`src/rtl/ddr_ser_pkg.sv`:
```
package ddr_ser_pkg;

  localparam int DEF_WORD_BITS = 12;
  localparam int DEF_STEPS     = 2;

  // counter width for a modulus n, never narrower than one bit
  function automatic int width_of(input int n);
    return (n < 2) ? 1 : $clog2(n);
  endfunction

endpackage

```
`src/rtl/ddr_ser_timing.sv`:
```
module ddr_ser_timing
  import ddr_ser_pkg::*;
#(
  parameter int WORD_BITS     = DEF_WORD_BITS,
  parameter int STEPS_PER_BIT = DEF_STEPS,
  parameter int SUB_W         = width_of(STEPS_PER_BIT),
  parameter int BIT_W         = width_of(WORD_BITS)
) (
  input  logic             clk_i,
  input  logic             rst_i,
  output logic [SUB_W-1:0] sub_q,
  output logic [BIT_W-1:0] bit_q,
  output logic             bit_tick,
  output logic             word_start
);

  localparam logic [SUB_W-1:0] LAST_SUB = SUB_W'(STEPS_PER_BIT - 1);
  localparam logic [BIT_W-1:0] LAST_BIT = BIT_W'(WORD_BITS - 1);

  always_ff @(posedge clk_i) begin
    if (rst_i) begin
      sub_q <= '0;
      bit_q <= '0;
    end else if (sub_q == LAST_SUB) begin
      sub_q <= '0;
      bit_q <= (bit_q == LAST_BIT) ? '0 : bit_q + 1'b1;
    end else begin
      sub_q <= sub_q + 1'b1;
    end
  end

  assign bit_tick   = (sub_q == '0);
  assign word_start = bit_tick && (bit_q == '0);

endmodule

```
`src/rtl/ddr_ser_hold.sv`:
```
module ddr_ser_hold
  import ddr_ser_pkg::*;
#(
  parameter int WORD_BITS = DEF_WORD_BITS
) (
  input  logic                 clk_i,
  input  logic                 rst_i,
  input  logic                 we_i,
  input  logic [WORD_BITS-1:0] din_i,
  output logic [WORD_BITS-1:0] hold_q
);

  always_ff @(posedge clk_i) begin
    if (rst_i)     hold_q <= '0;
    else if (we_i) hold_q <= din_i;
  end

endmodule

```
`src/rtl/ddr_ser_shift.sv`:
```
module ddr_ser_shift
  import ddr_ser_pkg::*;
#(
  parameter int WORD_BITS = DEF_WORD_BITS
) (
  input  logic                 clk_i,
  input  logic                 rst_i,
  input  logic                 load_i,
  input  logic                 shift_i,
  input  logic [WORD_BITS-1:0] word_i,
  output logic                 data_q
);

  logic [WORD_BITS-1:0] sh_q;

  always_ff @(posedge clk_i) begin
    if (rst_i) begin
      sh_q   <= '0;
      data_q <= 1'b0;
    end else if (load_i) begin
      data_q <= word_i[WORD_BITS-1];
      sh_q   <= {word_i[WORD_BITS-2:0], 1'b0};
    end else if (shift_i) begin
      data_q <= sh_q[WORD_BITS-1];
      sh_q   <= {sh_q[WORD_BITS-2:0], 1'b0};
    end
  end

endmodule

```
`src/rtl/ddr_ser_clkgen.sv`:
```
module ddr_ser_clkgen
  import ddr_ser_pkg::*;
#(
  parameter int WORD_BITS     = DEF_WORD_BITS,
  parameter int STEPS_PER_BIT = DEF_STEPS,
  parameter int SUB_W         = width_of(STEPS_PER_BIT),
  parameter int BIT_W         = width_of(WORD_BITS)
) (
  input  logic             clk_i,
  input  logic             rst_i,
  input  logic [SUB_W-1:0] sub_i,
  input  logic [BIT_W-1:0] bit_i,
  output logic             dco_q,
  output logic             fco_q
);

  localparam logic [SUB_W-1:0] HALF_SUB  = SUB_W'(STEPS_PER_BIT / 2);
  localparam logic [BIT_W-1:0] HALF_WORD = BIT_W'(WORD_BITS / 2);

  // both clocks decoded from the position, so they cannot drift apart
  always_ff @(posedge clk_i) begin
    if (rst_i) begin
      dco_q <= 1'b0;
      fco_q <= 1'b0;
    end else begin
      dco_q <= bit_i[0] ^ (sub_i >= HALF_SUB);
      fco_q <= (bit_i < HALF_WORD);
    end
  end

endmodule

```
`src/rtl/ddr_sample_serializer.sv`:
```
module ddr_sample_serializer
  import ddr_ser_pkg::*;
#(
  parameter int WORD_BITS     = DEF_WORD_BITS,
  parameter int STEPS_PER_BIT = DEF_STEPS
) (
  input  logic                 clk_i,
  input  logic                 rst_i,
  input  logic [WORD_BITS-1:0] sample_i,
  input  logic                 sample_we_i,
  output logic                 data_o,
  output logic                 dco_o,
  output logic                 fco_o
);

  localparam int SUB_W = width_of(STEPS_PER_BIT);
  localparam int BIT_W = width_of(WORD_BITS);

  logic [SUB_W-1:0]     sub_cnt;
  logic [BIT_W-1:0]     bit_cnt;
  logic                 bit_tick;
  logic                 word_start;
  logic [WORD_BITS-1:0] hold_q;

  ddr_ser_timing #(
    .WORD_BITS(WORD_BITS), .STEPS_PER_BIT(STEPS_PER_BIT),
    .SUB_W(SUB_W), .BIT_W(BIT_W)
  ) timing_i (
    .clk_i(clk_i), .rst_i(rst_i),
    .sub_q(sub_cnt), .bit_q(bit_cnt),
    .bit_tick(bit_tick), .word_start(word_start)
  );

  ddr_ser_hold #(.WORD_BITS(WORD_BITS)) hold_i (
    .clk_i(clk_i), .rst_i(rst_i),
    .we_i(sample_we_i), .din_i(sample_i), .hold_q(hold_q)
  );

  ddr_ser_shift #(.WORD_BITS(WORD_BITS)) shift_i (
    .clk_i(clk_i), .rst_i(rst_i),
    .load_i(word_start), .shift_i(bit_tick && !word_start),
    .word_i(hold_q), .data_q(data_o)
  );

  ddr_ser_clkgen #(
    .WORD_BITS(WORD_BITS), .STEPS_PER_BIT(STEPS_PER_BIT),
    .SUB_W(SUB_W), .BIT_W(BIT_W)
  ) clkgen_i (
    .clk_i(clk_i), .rst_i(rst_i),
    .sub_i(sub_cnt), .bit_i(bit_cnt),
    .dco_q(dco_o), .fco_q(fco_o)
  );

endmodule

```
`config.mk`:
```
export PLATFORM = sky130hd
export DESIGN_NAME = ddr_sample_serializer
export DESIGN_NICKNAME = d
export VERILOG_FILES = /design/src/rtl/ddr_ser_pkg.sv /design/src/rtl/ddr_ser_timing.sv /design/src/rtl/ddr_ser_hold.sv /design/src/rtl/ddr_ser_shift.sv /design/src/rtl/ddr_ser_clkgen.sv /design/src/rtl/ddr_sample_serializer.sv
export SDC_FILE = /design/constraint.sdc
export NUM_CORES = 1
export LEC_CHECK = 0
export BUFFER_PORTS_ARGS = -buffer_cell sky130_fd_sc_hd__buf_2
export CAP_MARGIN = 5
export CORE_ASPECT_RATIO = 1.5
export CORE_MARGIN = 2
export CORE_UTILIZATION = 55
export CTS_CLUSTER_SIZE = 8
export DETAILED_ROUTE_END_ITERATION = 6
export GPL_TIMING_DRIVEN = 0
export PLACE_DENSITY = 0.88
export REMOVE_ABC_BUFFERS = 1
export SYNTH_ARGS = -nofsm -noshare
export SYNTH_HDL_FRONTEND = slang
export SYNTH_SLANG_ARGS = --single-unit
```
`constraint.sdc`:
```
create_clock -name clk_i -period 1.9 [get_ports clk_i]
set_input_delay 0.38 -clock clk_i [delete_from_list [all_inputs] [get_ports clk_i]]
set_output_delay 0.38 -clock clk_i [all_outputs]
set_load 0.03 [all_outputs]
```
[Yosys cells after proc, flatten, opt, wreduce, memory -nomap -nowiden]
Cells that the tools add are included.
Word-level totals
  input bits: 15
  logic and storage cells: 25
  register bits: 31
Operators by class
  $lt $le $gt $ge: 2
  bitwise gates (word level): 2
  reductions and logical operators: 6
  mux-type cells: 5
  add/sub/neg operators: 2
  eq/ne operators: 1
Operator list (count)
  $mux W12: 2
  $add A4 B1 Y4 const B: 1
  $eq A4 B4 Y1 const B: 1
  $logic_not A4 Y1: 1
  $lt A4 B3 Y1 const B: 1
  $mux W4: 1
  $logic_and A1 B1 Y1: 2
  $mux W1: 2
  $reduce_bool A2 Y1: 1
  $reduce_or A2 Y1: 1
  $add A1 B1 Y1 const B: 1
  $ge A1 B1 Y1 const B: 1
  $logic_not A1 Y1: 1
  $not A1 Y1: 1
  $xor A1 B1 Y1: 1

[Longest topological paths before layout]
Gate-level depths: netlist of the first run.
  depth in word-level cells: 6
  gate-level depth with buffers: 6
  depth with buffers taken out: 5

[Hierarchy]
From an unflattened synthesis of the first run, not the netlist that was laid out.
Second synthesis, totals
  cells, all modules: 125
  area, all modules: 1331.3 um2
By module, submodules not included
  ddr_ser_shift: area an instance 598.1 um2, cells each 53, instances 1
  ddr_ser_hold: area an instance 420.4 um2, cells each 38, instances 1
  ddr_ser_timing: area an instance 239.0 um2, cells each 28, instances 1
  ddr_ser_clkgen: area an instance 60.1 um2, cells each 5, instances 1
  ddr_sample_serializer: area an instance 13.8 um2, cells each 1, instances 1

[Worst setup path after synthesis of the first run]
Ideal clock, no wire load.
  path kind: reg-to-reg
  start: reg timing_i.bit_q[0]
  end: reg shift_i.data_q
  path buffers: 1
  library setup time: 131 ps
  setup slack: 490 ps
  clock period less this slack: 1410 ps
  data arrival time: 1278 ps
  cell stages (with the launch flop): 7
  path through: dfxtp_1 -> inv_1 -> ha_1 -> or4b_4 -> buf_6 -> nor2_2 -> a2111oi_2
Between the ends
  longest elaborated chain between the ends: 5
  elaborated cells on any way between the ends: 6
Ends and longest elaborated chain
  from (decl): RTL line ddr_ser_timing.sv:12  | output logic [BIT_W-1:0] bit_q,
  from (signal assigned): RTL line ddr_ser_timing.sv:26  | bit_q <= (bit_q == LAST_BIT) ? '0 : bit_q + 1'b1;
  $logic_not A4 Y1 (*): RTL line ddr_ser_timing.sv:33  | assign word_start = bit_tick && (bit_q == '0);
  $logic_and A1 B1 Y1 (*): RTL line ddr_ser_timing.sv:33
  $logic_not A1 Y1: RTL line ddr_sample_serializer.sv:41  | .load_i(word_start), .shift_i(bit_tick && !word_start),
  $logic_and A1 B1 Y1: RTL line ddr_sample_serializer.sv:41
  $reduce_bool A2 Y1 (no source line)
  to (signal assigned): RTL line ddr_ser_shift.sv:21  | data_q <= word_i[WORD_BITS-1];
  to (signal assigned): RTL line ddr_ser_shift.sv:24  | data_q <= sh_q[WORD_BITS-1];
  to (decl): RTL line ddr_ser_shift.sv:11  | output logic data_q
Mark *: on every way between the ends. The rest lies on a longest branch, timed or not.
A chain may end at the register's enable or synchronous reset.

[Worst setup path after layout of the first run]
  start: reg timing_i.sub_q
  end: reg shift_i.sh_q[9]
Between the ends
  longest elaborated chain between the ends: 5
  elaborated cells on any way between the ends: 6
Ends and longest elaborated chain
  from (decl): RTL line ddr_ser_timing.sv:11  | output logic [SUB_W-1:0] sub_q,
  from (signal assigned): RTL line ddr_ser_timing.sv:28  | sub_q <= sub_q + 1'b1;
  $not A1 Y1 (*): RTL line ddr_ser_timing.sv:32  | assign bit_tick = (sub_q == '0);
  $logic_and A1 B1 Y1: RTL line ddr_ser_timing.sv:33
  $logic_not A1 Y1: RTL line ddr_sample_serializer.sv:41
  $logic_and A1 B1 Y1: RTL line ddr_sample_serializer.sv:41
  $reduce_bool A2 Y1 (no source line)
  to (signal assigned): RTL line ddr_ser_shift.sv:22  | sh_q <= {word_i[WORD_BITS-2:0], 1'b0};
  to (signal assigned): RTL line ddr_ser_shift.sv:25  | sh_q <= {sh_q[WORD_BITS-2:0], 1'b0};
  to (decl): RTL line ddr_ser_shift.sv:14  | logic [WORD_BITS-1:0] sh_q;
Marks and branches as above.

==> metrics, run 1 <==
Placed Cells=165; Netlist cell types=27; die extent in y=around 65 um; Synth area leader=dfxtp_1; r2r setup slk=0.18 ns; Crit path arrival time=about 2.0 ns; Clock Skews=around 0.0034 ns; H-tree Lvls=2; HPWL after detailed placement=about 1500 um; hold depth=3; CTS tree=done; Synth area leaders=dfxtp_1 (46%), a2111oi_2 (11%), mux2i_1 (9.6%); Die W=between 40 and 50 um; Avg Synthesized Cell Area=approximately 10 sq um; Sink Count=31; row count=22; number of global-route vias before repair=~930; Critical Path Max Stage Delay=about 0.67 ns; drt total wl=between 2000 and 2500 um; Post-DRT Antenna Nets=0; Min-Delay Path Class=in2reg; drt drc=0; CTS root buf=clkbuf_4; Fin. Hold Viols=0; gr ovfl total=0; total CTS buffers=5; Final #Nets=approximately 170; Synth Warn #=0; footprint of the multi-input gates=623 sq um; GPL Wtd Cong=around 0.73; RSZ-0062 raised after global routing=false; Ant. Diodes=0; Worst EP required=roughly 2.1 ns; Max Slew Vio Count=0; total die area=around 2900 sq um; Post CTS Setup Buffer Count=0; Yosys reg bits=31; crit-path cells=nor4b_4, nor3_1, a2111oi_2; WL per Instance=roughly 13 um; initial detailed-routing violation count=21; CP Capture Type=register; Final Non-Filler Cells=around 170; Slowest cell on crit path=nor4b_4; vias per cell=around 5.7; Initial DRT Pass Iterations=4; status=finished, final reports clean; FF-to-FF Start=timing_i.sub_q; cells on worst reg2reg path=3; Synth Instances=between 100 and 150; setup TNS=0 ns; Pwr Density=932 nW/um^2; CP Buf/Inv Count=0; Initial Utilization=0.565; Layout area overhead=8.50%; hold path startpoint=sample_i[4]; # setup viols final=0; Max-Slew Margin vs Limit=0.519; routed vias=972; largest net degree at the start of global routing=33; Leakage=between 0.5 and 0.6 nW; Hold Buf Count CTS=0; share of cells above drive strength 1=0.318; Sequential cell area=around 620 sq um; CP top delay family=simple AND/OR/NAND/NOR gates; clock slew at reported path FFs=0.09 ns; sink of the worst hold path=hold_i.hold_q[4]; Critical Path Source=timing_i.sub_q; FMAX=0.580 GHz; kind of critical path=reg2reg; post-synthesis sequential area ratio=0.458; slew of the pin with the lowest slew margin=about 0.72 ns; crit path time final=1.72 ns; core area=roughly 2400 sq um; Worst VDD drop=0.595 mV; Skew-Pair Late Insertion Delay=between 0.3 and 0.4 ns; antenna violations before repair=0; Setup crit start kind=register; total global-route track usage=0.187; first-pass GRT wire length=~3800 um; maxcap violations=0; r2r endpoint=shift_i.sh_q[9]; Ports=18; Synth top area share=0.458; Fillers=about 190; number of port buffers=17; cell area after synthesis=1350 sq um; Longest Clk Path Bufs=2; final worst-path cycle share=0.908; Critical Path Fanout Max=32
==> final cells by class <==
class,count,share of cell area
sequential,31,0.423
inverter,14,0.0358
clock inverter,1,0.00341
tap,24,0.0204
multi-input combinational,79,0.424
timing repair buffer,17,0.0579
clock buffer,6,0.0349
==> cell usage after synthesis <==
cell / count
a2111oi_1: 1
a2111oi_2: 10
a211oi_1: 1
a21boi_0: 1
a21oi_1: 1
a22oi_1: 1
a311oi_1: 1
a31oi_1: 1
and4b_1: 1
buf_2: 2
buf_4: 2
buf_6: 3
clkbuf_1: 2
dfxtp_1: 31
ha_1: 2
inv_1: 14
mux2i_1: 13
nand2_1: 1
nor2_1: 17
nor2_2: 10
nor3_1: 12
nor4b_1: 1
nor4b_2: 1
o21ai_0: 1
o21ai_1: 1
or4b_4: 1
xnor2_1: 1
==> metal layers <==
| layer | share of wire | wire (um) | up-vias | global-route usage |
|---|---|---|---|---|
| li1 | - | - | 489 | - |
| met1 | 0.43 | 958 | 456 | 0.193 |
| met2 | 0.50 | 1120 | 18 | 0.303 |
| met3 | 0.043 | 95 | 9 | 0.0919 |
| met4 | 0.025 | 56 | 0 | 0.0947 |
| met5 | 0 | 0 | - | 0 |
==> worst register-to-register path, stage by stage, from the launching register on <==
cell,delay [ns]
dfxtp_2,0.55
nor4b_4,0.68
nor3_1,0.15
a2111oi_2,0.25
==> flip-flops by register name, indices dropped and copies added, names as in the netlist <==
register,cells
timing_i.bit_q,4
timing_i.sub_q,1
clkgen_i.fco_q,1
shift_i.sh_q,11
shift_i.data_q,1
clkgen_i.dco_q,1
hold_i.hold_q,12
==> where the power goes <==
group	internal, mW	switching [mW]	leakage, nW
Combinational	0.0995	0.129	0.307
Sequential	0.702	0.0461	0.256
Clock	0.171	0.222	0.0341
==> timing repair <==
action | in CTS | in global routing
endpoints found under the setup margin | 12 | 3
pin swaps | 0 | 1
resized for setup | 2 | 0
==> through the flow <==
stage / setup slack [ns] / hold slack, ns / power (mW) / cell area (sq um) / utilization
CTS: 0.119 / 0.275 / 1.38 / 1470 / 0.613
global placement: -0.273 / 0.452 / 0.977 / 1400 / 0.586
finish: 0.175 / 0.281 / 1.37 / 1470 / 0.613
global route: 0.0208 / 0.274 / 1.45 / 1470 / 0.613
floorplan: 0.0479 / 0.439 / 0.921 / 1290 / -
detailed placement: -0.482 / 0.464 / 0.992 / 1400 / 0.586
==> kinds of logic after synthesis <==
| family | Yosys count | share of synthesized area |
|---|---|---|
| xor gates and xnor gates | 1 | 0.00647 |
| adders and majority gates | 2 | 0.0185 |
| muxes | 13 | 0.0961 |
| and+or+nand+nor | 44 | 0.176 |
| buffers and inverters | 23 | 0.0878 |
| DFF | 31 | 0.458 |
| AOI/OAI and AO/OA | 19 | 0.157 |
==> placed cells by master, fill, tap and decap left out <==
cell       instances
a311oi_1           1
nor4b_1            1
mux2i_1           13
a2111oi_2         10
a22oi_1            1
clkbuf_4           5
dfxtp_1           30
a21boi_0           1
buf_2             17
nor3_1            12
ha_1               2
a211oi_1           1
clkinv_2           1
a2111oi_1          1
a31oi_1            1
nor4b_4            1
and4b_1            1
o21ai_1            1
or4b_4             1
dfxtp_2            1
nand2_1            1
clkbuf_8           1
a21oi_1            1
nor2_1            17
o21ai_0            1
xnor2_1            1
nor2_2            10
inv_1             14
==> worst max-delay path by stage <==
stage / end / slack, ns / cells after the start
floorplan: shift_i.sh_q[2] / 0.05 / 3
global placement: shift_i.sh_q[7] / -0.27 / 3
detailed placement: shift_i.sh_q[9] / -0.48 / 3
CTS: shift_i.sh_q[2] / 0.12 / 3
global route: shift_i.sh_q[9] / 0.02 / 3
finish: shift_i.sh_q[9] / 0.18 / 3
No activity file was read; power rests on OpenSTA's default activity.
==> run 2, diff against run 1 <==
- ABC_AREA: default -> 1
==> run 2 against run 1 <==
Combinational power decreased by 18%; register-to-register slack improved by 0.23 ns; sequential share of layout area increased by 0.096 points; final area decreased by 0.43%; cell count increased by 27%; non-clock buffer count unchanged; highest routed layer unchanged; clock power increased by 11%; largest cell class is now registers; hold slack got worse by 0.044 ns; sequential power decreased by 2%; clock-buffer cell count increased by 2; core utilization decreased by 0.26 points.
==> metrics, run 2 <==
Fin. Hold Viols=0 (unchanged); Synth Instances=180 (+35%); setup TNS=0 ns (unchanged); first-pass GRT wire length=4310 um (+12%); Netlist cell types=18 (-33%); Placed Cells=211 (+28%); max reg flops=12 (unchanged); Initial Utilization=0.566 (about the same); Longest Clk Path Bufs=2 (unchanged); Critical Path Source=timing_i.sub_q; final instance area=1460 sq um (-0.43%); total global-route track usage=0.209 (+0.0216); Synth area leader=dfxtp_1; Pwr Density=928 nW/um^2 (-0.48%); total CTS buffers=5 (unchanged); final worst-path cycle share=0.789 (-0.119); Die W=44.5 um (about the same); Max Slew Vio Count=0 (unchanged); FF-to-FF Start=timing_i.sub_q; Setup crit start kind=register; drt total wl=2370 um (+6.5%); WL per Instance=10.8 um (-16%); FMAX=0.667 GHz (+15%); Yosys reg bits=31 (unchanged); number of port buffers=17 (unchanged); Ports=18 (unchanged); total die area=2880 sq um (about the same); Clock Skews=0.00999 ns (+0.00655 ns); row count=22 (unchanged); Post-DRT Antenna Nets=0 (unchanged); clock slew at reported path FFs=0.10 ns (about the same); Leakage=0.711 nW (+19%); routed vias=1,136 (+17%); Synth area leaders=dfxtp_1 (46%), nand3_1 (14%), inv_1 (8.3%); Async SR Flop Fraction=0 (unchanged); largest net degree at the start of global routing=29 (-12%); Critical Path Fanout Max=19 (-41%); # setup viols final=0 (unchanged); CTS root buf=clkbuf_4; most frequent cells in the layout=nand3_1 (37), dfxtp_1 (31), inv_1 (30); core area=2390 sq um (unchanged); most common cell after layout, fill and taps aside=nand3_1; Min-Delay Path Class=in2reg; area post-placement=1390 sq um (-0.62%); initial detailed-routing violation count=29 (+38%); Avg Synthesized Cell Area=7.53 sq um (-26%); post-synthesis sequential area ratio=0.458 (about the same); GPL Wtd Cong=0.779 (+6.6%); kind of critical path=reg2reg; hold path startpoint=rst_i; Post CTS Setup Buffer Count=0 (unchanged); number of synthesized flops with an enable pin=0 (unchanged); Skew-Pair Late Insertion Delay=0.34 ns (about the same); die extent in y=64.8 um (about the same); Reg with most FFs=hold_i.hold_q; count leader, synth=nand3_1; Initial DRT Pass Iterations=4 (unchanged); Worst EP required=2.14 ns (about the same); Hold Buf Count CTS=0 (unchanged); share of cells above drive strength 1=0.144 (-0.174); Ant. Diodes=0 (unchanged); HPWL after detailed placement=1580 um (+4.4%); largest registers=hold_i.hold_q: 12 flops, shift_i.sh_q: 11 flops, timing_i.bit_q: 4 flops; slew of the pin with the lowest slew margin=0.810 ns (+0.0891 ns); top_reg_cell synth=dfxtp_1; Final #Nets=211 (+28%); gr ovfl total=0 (unchanged); crit path time final=1.50 ns (-0.225 ns); Crit path arrival time=1.74 ns (-0.22 ns); H-tree Lvls=2 (unchanged); post-cts sizing count=0 (-2); Worst VDD drop=0.696 mV (+17%); CP Capture Type=register; antenna violations before repair=0 (unchanged); drt drc=0 (unchanged); Max-Slew Margin vs Limit=0.459 (-0.0601); fin util=0.611 (-0.00261); cell area after synthesis=1360 sq um (about the same); Layout area overhead=7.94%; RSZ-0062 raised after global routing=false; Sink Count=31 (unchanged); number of global-route vias before repair=1,055 (+14%); Synth top area share=0.458 (about the same); Synth Warn #=0 (unchanged); Synth top cells by count=nand3_1 (37), dfxtp_1 (31), inv_1 (30); CTS tree=done; Final Non-Filler Cells=219 (+27%); status=finished, final reports clean; maxcap violations=0 (unchanged); vias per cell=5.19 (-8.2%)
==> run 2: cell count changes after synthesis, moves of 2 or more <==
cell / before / now
nand3_1: 0 / 37
nand2_1: 1 / 29
inv_1: 14 / 30
o21ai_0: 1 / 15
a21oi_1: 1 / 14
mux2i_1: 13 / 0
nor3_1: 12 / 0
nor2_1: 17 / 6
a2111oi_2: 10 / 0
nor2_2: 10 / 1
buf_2: 2 / 4
==> run 2: per-stage QoR <==
stage	worst slack (ns)	power (mW)	hold WS [ns]
6_report	0.401	1.36	0.238
5_1_grt	0.263	1.44	0.225
4_1_cts	0.396	1.38	0.224
3_5_place_dp	0.321	0.936	0.452
3_3_place_gp	0.343	0.928	0.443
2_1_floorplan	0.676	0.882	0.432
==> run 2: logic make-up (layout without fill, tap and decap cells) <==
logic type / after synthesis / after routing / synth area share
and+or+nand+nor: 76 / 76 / 0.270
AOI/OAI and AO/OA: 30 / 30 / 0.112
buffers and inverters: 41 / 56 / 0.142
DFF: 31 / 31 / 0.458
adders and majority gates: 2 / 2 / 0.0185
==> run 2: power breakdown <==
group / internal, mW / leakage, nW / switching (mW)
clock: 0.217 / 0.0386 / 0.220
sequential: 0.701 / 0.256 / 0.0306
combinational: 0.0683 / 0.416 / 0.119
total: 0.987 / 0.711 / 0.370
==> run 2: metal layers <==
layer | vias to the layer above | track usage | wire (um) | share of wire
li1 | 603 | - | - | -
met5 | - | 0 | 0 | 0
met2 | 17 | 0.353 | 1180 | 0.50
met1 | 508 | 0.193 | 1020 | 0.43
met3 | 8 | 0.0864 | 92 | 0.039
met4 | 0 | 0.144 | 80 | 0.034
==> run 2: cell type report <==
type                    instances  area [sq um]
clock buffers                   8          68.8
well taps                      24          30.0
repair buffers                 17          85.1
inverters                      31           116
fillers                       239           932
flip-flops and latches         31           621
multi-input cells             108           542
==> run 2: final timing paths <==
path         cells after the start                end  slack [ns]
max reg2reg                      5  timing_i.bit_q[3]        0.40
max                              5  timing_i.bit_q[3]        0.40
min                              2    shift_i.sh_q[1]        0.24
min reg2reg                      2   hold_i.hold_q[7]        0.46
==> run 2: critical path, stage by stage (launching register included) <==
cell and delay, ns:
dfxtp_1 0.86, nand2_1 0.16, nor2_1 0.19, nand2_1 0.07, nand2_1 0.06, nor2_1 0.06
==> run 3, diff against run 2 <==
- ABC_AREA: 1 -> 0
- CORE_UTILIZATION: 55 -> 50
- PLACE_DENSITY: 0.88 -> 0.84
- clock period: 1.9 -> 1.3 ns (I/O delays scaled with it)
==> run 3 against run 2 <==
Worst setup slack lost 0.58 ns; clock-buffer cell count shrank 2; highest routed layer unchanged; the run now ends with negative setup slack left; clock skew down 0.0033 ns; sequential power grew 49%; critical endpoint is now shift_i.sh_q[7].
==> metrics, run 3 (synthesized netlist as in run 1, its figures left out) <==
share of cells above drive strength 1=0.400 (+0.256); core area=2620 sq um (+9.4%); Skew-Pair Late Insertion Delay=0.28 ns (-0.06 ns); crit-path cells=inv_4, ha_4, buf_6, nor4b_4, buf_6, nor3_1, a2111oi_2; crit-path most repeated cell=buf_6; CTS tree=done; Post-DRT Antenna Nets=0 (unchanged); CTS root buf=clkbuf_8; footprint of the multi-input gates=722 sq um (+33%); first-pass GRT wire length=4230 um (-1.8%); total die area=3150 sq um (+9.1%); Die W=46.5 um (+4.4%); Leakage=0.668 nW (-6.0%); Fillers=203 (-15%); H-tree Lvls=2 (unchanged); Setup crit start kind=register; final worst-path cycle share=1.14 (+0.350); routed vias=1,011 (-11%); FMAX=0.675 GHz (+1.2%); Sequential cell area=632 sq um (+1.8%); Critical Path Fanout Max=9 (-10); Final #Nets=172 (-18%); r2r setup slk=-0.18 ns (-0.58 ns); Final Non-Filler Cells=192 (-12%); row count=23 (+4.5%); worst setup margin=-0.181 ns (-0.582 ns); cells on worst reg2reg path=7 (+2); GPL Wtd Cong=0.786 (+0.90%); violated checks=negative setup slack; maxcap violations=0 (unchanged); # setup viols final=11 (+11); clock slew at reported path FFs=0.06 ns (-0.04 ns); Min-Delay Path Class=in2reg; max reg flops=12 (unchanged); Initial DRT Pass Iterations=4 (unchanged); initial detailed-routing violation count=30 (+3.4%); Max-Slew Margin vs Limit=0.553 (+0.0938); gr ovfl total=0 (unchanged); Pwr Density=1370 nW/um^2 (+48%); Ant. Diodes=0 (unchanged); drt drc=0 (unchanged); HPWL after detailed placement=1490 um (-5.3%); sink of the worst hold path=hold_i.hold_q[10]; kind of critical path=reg2reg; most frequent cells in the layout=dfxtp_1 (28), nor2_1 (17), buf_2 (17); Ports=18 (unchanged); Critical Path Max Stage Delay=0.35 ns (-0.51 ns); RSZ-0062 raised after global routing=true; Layout area overhead=24.9%; Slowest cell on crit path=dfxtp_4; Worst VDD drop=1.28 mV (+85%); CP top delay family=flip-flops; drt total wl=2650 um (+12%); r2r endpoint=shift_i.sh_q[7]; Sink Count=31 (unchanged); FF-to-FF Start=timing_i.bit_q[0]; CP Capture Type=register; most common cell after layout, fill and taps aside=dfxtp_1; Crit path arrival time=1.66 ns (-0.08 ns); antenna violations before repair=0 (unchanged); largest net degree at the start of global routing=32 (+10%); Fin Hold WS=0.214 ns (-0.0236 ns); total CTS buffers=5 (unchanged); Hold Buf Count CTS=0 (unchanged); status=finished with violations; total global-route track usage=0.194 (-0.0152); number of global-route vias before repair=906 (-14%); number of port buffers=17 (unchanged); WL per Instance=13.8 um (+27%); CP Buf/Inv Count=3 (+3); Initial Utilization=0.517 (-0.0489); Reg with most FFs=hold_i.hold_q; die extent in y=67.7 um (+4.5%); fin util=0.645 (+0.0347); Pwr Total=2.32 mW (+71%); vias per cell=5.27 (+1.5%); Fin. Hold Viols=0 (unchanged); Placed Cells=178 (-16%); hold depth=3 (+1); Worst EP required=1.48 ns (-0.66 ns); crit path time final=1.48 ns (-0.0182 ns); Setup WS pre-CTS=-0.989 ns (-1.31 ns); Clock Skews=0.00672 ns (-0.00326 ns); slew of the pin with the lowest slew margin=0.670 ns (-0.140 ns); Longest Clk Path Bufs=2 (unchanged); hold path startpoint=sample_i[10]; Max Slew Vio Count=0 (unchanged); largest registers=hold_i.hold_q: 12 flops, shift_i.sh_q: 11 flops, timing_i.bit_q: 4 flops
==> run 3: worst max-delay path by stage <==
stage / from / to / slack (ns) / cells after the start
floorplan: timing_i.sub_q / shift_i.sh_q[2] / -0.55 / 3
global placement: timing_i.sub_q / shift_i.sh_q[4] / -0.94 / 3
detailed placement: timing_i.sub_q / shift_i.sh_q[5] / -0.99 / 3
CTS: timing_i.bit_q[1] / shift_i.sh_q[7] / -0.16 / 5
global route: timing_i.bit_q[0] / shift_i.sh_q[2] / -0.25 / 7
finish: timing_i.bit_q[0] / shift_i.sh_q[7] / -0.18 / 7
==> run 3: power by group <==
part | switching [mW] | internal (mW) | total [mW]
Combinational | 0.251 | 0.219 | 0.470
Clock | 0.342 | 0.414 | 0.757
Sequential | 0.0650 | 1.03 | 1.09
Total | 0.659 | 1.66 | 2.32
==> run 3: per-stage QoR <==
stage	TNS, ns	cell area, sq um
2_1_floorplan	-6.98	1290
3_3_place_gp	-12.25	1420
3_5_place_dp	-13.55	1420
4_1_cts	-1.42	1660
5_1_grt	-2.41	1690
6_report	-1.62	1690
==> run 3: layout make-up <==
| class | count | area share |
|---|---|---|
| Multi-Input combinational cell | 80 | 0.427 |
| Timing Repair Buffer | 23 | 0.0859 |
| Inverter | 14 | 0.0340 |
| Tap cell | 37 | 0.0274 |
| Clock buffer | 6 | 0.0489 |
| Clock inverter | 1 | 0.00296 |
| Sequential cell | 31 | 0.374 |
==> run 3: worst register-to-register path, cell delays in order (launching register included) <==
cell and delay, ns:
dfxtp_4 0.35, inv_4 0.05, ha_4 0.13, buf_6 0.08
nor4b_4 0.24, buf_6 0.19, nor3_1 0.06, a2111oi_2 0.27
==> run 3: metal layers <==
metal | vias to the layer above | track usage | wire (um)
li1 | 507 | - | -
met1 | 479 | 0.225 | 1090
met2 | 19 | 0.302 | 1400
met3 | 6 | 0.0775 | 106
met4 | 0 | 0.0929 | 50
met5 | - | 0 | 0
==> run 3: what timing repair did <==
action | CTS | global route
pin swaps | 7 | 2
setup buffers | 6 | 0
setup endpoints to repair | 18 | 14
gates resized for setup | 23 | 7
cloned | 1 | 0
